$ cat src/rtl/rxi_pkg.sv
package rxi_pkg;

    localparam int NPATH = 2;   // index 0 = master, 1 = slave

    typedef enum logic [1:0] {
        RX_IDLE = 2'd0,
        RX_RECV = 2'd1,
        RX_HOLD = 2'd2
    } rx_state_e;

endpackage

$ cat src/rtl/rxi_scl_edge.sv
module rxi_scl_edge (
    input  logic clk,
    input  logic rst_n,
    input  logic tick,
    input  logic scl,
    output logic rise
);

    logic scl_q;

    // previous SCL level, sampled only on enable ticks
    always_ff @(posedge clk or negedge rst_n) begin
        if (!rst_n) begin
            scl_q <= 1'b1;
        end else if (tick) begin
            scl_q <= scl;
        end
    end

    assign rise = scl & ~scl_q;

endmodule

$ cat src/rtl/rxi_path.sv
module rxi_path
    import rxi_pkg::*;
#(
    parameter int DATA_W = 8
) (
    input  logic              clk,
    input  logic              rst_n,
    input  logic              tick,
    input  logic              scl_rise,
    input  logic              sda,
    input  logic              start_s,
    input  logic              stop_s,
    input  logic              clr_s,
    output logic [DATA_W-1:0] rdata,
    output logic              full,
    output logic              hold
);

    localparam int              CNT_W    = $clog2(DATA_W + 1);
    localparam logic [CNT_W-1:0] LAST_BIT = CNT_W'(DATA_W - 1);
    localparam logic [CNT_W-1:0] ACK_BIT  = CNT_W'(DATA_W);

    rx_state_e         state_q, state_d;
    logic [CNT_W-1:0]  cnt_q;
    logic [DATA_W-1:0] shift_q, shadow_q;
    logic [DATA_W-1:0] byte_w;
    logic              start_ev, stop_ev, clr_ev, edge_ok, byte_done, hold_clr;

    assign start_ev  = tick & start_s;
    assign stop_ev   = tick & stop_s;
    assign clr_ev    = tick & clr_s;
    assign edge_ok   = tick & scl_rise & (state_q == RX_RECV) & ~start_s & ~stop_s;
    assign byte_done = edge_ok & (cnt_q == LAST_BIT);
    assign byte_w    = {shift_q[DATA_W-2:0], sda};
    assign hold_clr  = (state_q == RX_HOLD) & clr_ev & ~start_ev & ~stop_ev;

    // state register
    always_ff @(posedge clk or negedge rst_n) begin
        if (!rst_n) begin
            state_q <= RX_IDLE;
        end else begin
            state_q <= state_d;
        end
    end

    // transitions
    always_comb begin
        state_d = state_q;
        unique case (state_q)
            RX_IDLE: begin
                if (start_ev && !stop_ev) state_d = RX_RECV;
            end
            RX_RECV: begin
                if (stop_ev)                            state_d = RX_IDLE;
                else if (start_ev)                      state_d = RX_RECV;
                else if (byte_done && full && !clr_ev)  state_d = RX_HOLD;
            end
            RX_HOLD: begin
                if (stop_ev)                   state_d = RX_IDLE;
                else if (start_ev || clr_ev)   state_d = RX_RECV;
            end
            default: state_d = RX_IDLE;
        endcase
    end

    // outputs
    always_comb begin
        hold = (state_q == RX_HOLD);
    end

    // bit counter, shifter, data and flag
    always_ff @(posedge clk or negedge rst_n) begin
        if (!rst_n) begin
            cnt_q    <= '0;
            shift_q  <= '0;
            shadow_q <= '0;
            rdata    <= '0;
            full     <= 1'b0;
        end else if (tick) begin
            if (start_ev || stop_ev) begin
                cnt_q <= '0;
            end else if (edge_ok) begin
                cnt_q <= (cnt_q == ACK_BIT) ? '0 : cnt_q + CNT_W'(1);
                if (cnt_q != ACK_BIT) shift_q <= byte_w;
            end

            if (hold_clr) begin
                rdata <= shadow_q;
                full  <= 1'b1;
            end else if (byte_done && (!full || clr_ev)) begin
                rdata <= byte_w;
                full  <= 1'b1;
            end else if (byte_done) begin
                shadow_q <= byte_w;
            end else if (clr_ev) begin
                full <= 1'b0;
            end
        end
    end

endmodule

$ cat src/rtl/i2c_rx_interlock.sv
module i2c_rx_interlock
    import rxi_pkg::*;
#(
    parameter int DATA_W = 8
) (
    input  logic              clk,
    input  logic              rst_n,
    input  logic              tick,
    input  logic              scl_in,
    input  logic              sda_in,
    input  logic              mst_start,
    input  logic              mst_stop,
    input  logic              mst_clr,
    input  logic              slv_start,
    input  logic              slv_stop,
    input  logic              slv_clr,
    output logic [DATA_W-1:0] mst_rdata,
    output logic              mst_full,
    output logic [DATA_W-1:0] slv_rdata,
    output logic              slv_full,
    output logic              scl_hold,
    output logic              irq
);

    logic              scl_rise;
    logic [NPATH-1:0]  start_v, stop_v, clr_v, full_v, hold_v;
    logic [DATA_W-1:0] rdata_a [NPATH];

    assign start_v = {slv_start, mst_start};
    assign stop_v  = {slv_stop,  mst_stop};
    assign clr_v   = {slv_clr,   mst_clr};

    rxi_scl_edge u_edge (
        .clk   (clk),
        .rst_n (rst_n),
        .tick  (tick),
        .scl   (scl_in),
        .rise  (scl_rise)
    );

    for (genvar p = 0; p < NPATH; p++) begin : g_path
        rxi_path #(.DATA_W(DATA_W)) u_path (
            .clk      (clk),
            .rst_n    (rst_n),
            .tick     (tick),
            .scl_rise (scl_rise),
            .sda      (sda_in),
            .start_s  (start_v[p]),
            .stop_s   (stop_v[p]),
            .clr_s    (clr_v[p]),
            .rdata    (rdata_a[p]),
            .full     (full_v[p]),
            .hold     (hold_v[p])
        );
    end

    assign mst_rdata = rdata_a[0];
    assign slv_rdata = rdata_a[1];
    assign mst_full  = full_v[0];
    assign slv_full  = full_v[1];
    assign scl_hold  = |hold_v;
    assign irq       = |full_v;

endmodule

$ cat config.mk
export PLATFORM = sky130hd
export DESIGN_NAME = i2c_rx_interlock
export DESIGN_NICKNAME = d
export VERILOG_FILES = /design/src/rtl/rxi_pkg.sv /design/src/rtl/rxi_scl_edge.sv /design/src/rtl/rxi_path.sv /design/src/rtl/i2c_rx_interlock.sv
export SDC_FILE = /design/constraint.sdc
export NUM_CORES = 1
export LEC_CHECK = 0
export ABC_AREA = 1
export BUFFER_PORTS_ARGS = -buffer_cell sky130_fd_sc_hd__clkbuf_2
export CAP_MARGIN = 20
export CORE_UTILIZATION = 54
export DETAILED_ROUTE_END_ITERATION = 8
export GPL_TIMING_DRIVEN = 1
export PLACE_DENSITY = 0.74
export SETUP_SLACK_MARGIN = 0.05
export SLEW_MARGIN = 20
export SYNTH_ARGS = -nofsm -noshare
export SYNTH_HDL_FRONTEND = slang
export SYNTH_SLANG_ARGS = --single-unit
$ cat constraint.sdc
create_clock -name clk -period 4.3 [get_ports clk]
set_clock_uncertainty 0.15 [all_clocks]
set_input_delay 0.215 -clock clk [delete_from_list [all_inputs] [get_ports clk]]
set_output_delay 0.215 -clock clk [all_outputs]
set_load 0.01 [all_outputs]
==> metrics.txt <==
status=complete, no violations; placed cell areas=0.00333 mm²; area added between synthesis and finish=11.4%; Clock transition at path regs=70 ps; Post-Synth Adder-Cell Area=0.0158; number of flops mapped to enable cells by yosys=0; Crit Path Max Fanout=11; vias in the first global route=between 2k and 2.5k; routability cong.=0.828; required time of the critical path=4420 ps; Final ANT Viol Nets=0; Async SR Flop Fraction=1.00; worst skew pair latency=330 ps; pin count of the biggest net entering global routing=52; grt ovf=0; worst r2r path cells=7; port buffer count=30; Die X=78.6 µm; max cap viols=0; Cells after Synth=around 380; average routed wire per standard cell=11.6 µm; clock root buffer=clkbuf_8; layout cells sized above 1=0.213; die area=0.00618 mm²; TNS Setup=0 ps; filler instances=516; period utilisation layout=0.443; Hold EP=u_edge.scl_q; core box area=0.00557 mm²; Slew @ Worst Pin=627 ps; register area share after synthesis=0.482; Reg-to-Reg End=g_path[0].u_path.rdata[6]; Via Count=2,434; CTS tree=done; Hold Crit Depth=3; kind of critical path=reg -> reg; final wirelength=5710 µm; initial antenna violation count=0; post-route minimum period=1900 ps; Most used DFF post-synth=dfrtp_1; diode count=0; fin nets=432; Critical Path AT=2020 ps; initial core utilization=0.569; Slew Viols, Final=0; die height=between 70 and 80 µm; Final Hold Vio Count=0; Reg2Reg Launch Point=g_path[0].u_path.cnt_q[0]; mux contribution to synthesized area=0; post-layout instance area=0.00353 mm²; Post-Syn Area=0.00317 mm²; Clock Tree Buf Depth=2; Top Ports=31; Synth Area in Simple Gates=0.295; worst slew margin relative to its limit=0.582; Static Leak=1.87 nW; htree depth=3; post-synthesis average cell area=8.28 µm²; Yosys Warn Count=0; top-area cell type share of the netlist area=0.473; top post-synthesis cells by count=nand2_1, dfrtp_1, inv_1; first-pass GRT wire length=10,000 µm; HP Class=in -> reg; library cells used by synthesis=28; Synth Area in XOR/XNOR=0; Num CTS Buffers=9; DR vias/cell=4.93; Setup violations, final=0; Yosys reg bits=61; Pwr Density=362 mW/mm²; number of post-CTS setup repair buffers=0; worst vdd ir=0.270 mV; FMAX=525 MHz; First-pass DRT Iterations=5; drt drc=0; Yosys top cell by area=dfrtp_1; Synth Net Count=~400; Synth area leaders=dfrtp_1, nand2_1, inv_1; worst reg2reg setup slack=2400 ps; clk sinks=61; DP Wirelength=4060 µm; violation count after the first detailed-route iteration=roughly 140; crit end category=flip-flop; largest family of logic cells by synthesized area=simple AND/OR/NAND/NOR gates; Worst Setup Start Kind=flip-flop; GRT Util Overall=0.214; RSZ-0062 raised after global routing=false; count leader, synth=nand2_1; hold path start=scl_in; Row Count=27; Compound-Gate Fraction of Synth Area=0.107
==> power by group <==
group	internal, mW	switching (mW)	leakage, nW
clock network	0.279	0.209	0.103
logic	0.0575	0.104	0.975
registers	0.605	0.0245	0.793
total	0.942	0.337	1.87
==> registers in the layout (all words and copies together) (netlist names) <==
register / cells
u_edge.scl_q: 1
g_path.u_path.shadow_q: 16
g_path.u_path.full: 2
g_path.u_path.cnt_q: 8
g_path.u_path.rdata: 16
g_path.u_path.shift_q: 14
g_path.u_path.state_q: 4
==> through the flow <==
stage          hold WS (ps)  power [mW]  cells  worst slack, ps  utilization
3_3_place_gp          -39.5       0.795    477             2490        0.598
5_1_grt                24.4        1.36    494             2200        0.634
6_report               31.5        1.28    494             2400        0.634
4_1_cts                17.7        1.30    494             2390        0.634
2_1_floorplan          -231       0.757    383             2880            -
3_5_place_dp          -42.1       0.802    477             2410        0.598
==> cells in the final DEF (no fill, tap or decap), types with 2 or more instances in the layout <==
master	Yosys	routed
a21oi_1	8	8
ha_1	4	4
nor3_1	2	2
nor2_2	2	2
inv_1	58	58
nand4_1	4	4
a21oi_2	2	2
inv_2	3	3
nor2_4	6	6
o21ai_1	16	16
clkbuf_2	0	30
clkinv_2	0	4
nand2_2	7	7
dfrtp_1	60	60
o21ai_2	14	14
nand2_4	5	5
nor2_1	9	9
nand2_1	117	117
nand3_1	37	37
o21ai_0	13	13
clkbuf_8	0	10
==> timing repair <==
action / CTS / global route
hold buffers: 1 / 0
hold endpoints to repair: 10 / 0
gates resized for setup: 0 / 0
==> metal layers <==
| metal | routed length, µm | track usage | up-vias |
|---|---|---|---|
| met1 | 2640 | 0.258 | 1107 |
| met2 | 2760 | 0.346 | 41 |
| met4 | 94 | 0.0833 | 0 |
| met3 | 218 | 0.0779 | 9 |
| li1 | - | - | 1277 |
| met5 | 0 | 0 | - |
==> final cells by class <==
| cell class | count | area [µm²] | share of cell area |
|---|---|---|---|
| multi-input combinational | 252 | 1330 | 0.376 |
| tap | 72 | 90.1 | 0.0255 |
| inverter | 61 | 229 | 0.0648 |
| clock inverter | 5 | 50.0 | 0.0142 |
| timing repair buffer | 32 | 168 | 0.0475 |
| clock buffer | 11 | 141 | 0.0400 |
| sequential | 61 | 1530 | 0.432 |
==> worst max-delay path, stage by stage, from the launching register on <==
cell	delay (ps)
dfrtp_1	350
ha_1	180
nand2_1	70
nor2_1	190
nand4_1	390
nand2_1	360
nand2_1	80
nand2_1	70
==> worst max path at each step <==
stage / start / depth (start not counted) / to / slack (ps)
after CTS: g_path[0].u_path.cnt_q[0] / 7 / g_path[0].u_path.rdata[5] / 2390
after global routing: g_path[0].u_path.cnt_q[0] / 7 / g_path[0].u_path.rdata[5] / 2200
after global placement: g_path[0].u_path.cnt_q[0] / 7 / g_path[0].u_path.rdata[2] / 2490
after floorplan: g_path[1].u_path.cnt_q[0] / 7 / g_path[1].u_path.rdata[0] / 2880
final: g_path[0].u_path.cnt_q[0] / 7 / g_path[0].u_path.rdata[6] / 2400
after detailed placement: g_path[0].u_path.cnt_q[0] / 7 / g_path[0].u_path.rdata[7] / 2410
==> cell families after synthesis <==
logic type	Yosys count
DFF	61
and+or+nand+nor	193
buffers and inverters	70
AOI/OAI and AO/OA	55
adders and majority gates	4
Note: power is estimated with default switching activity, not from simulation.
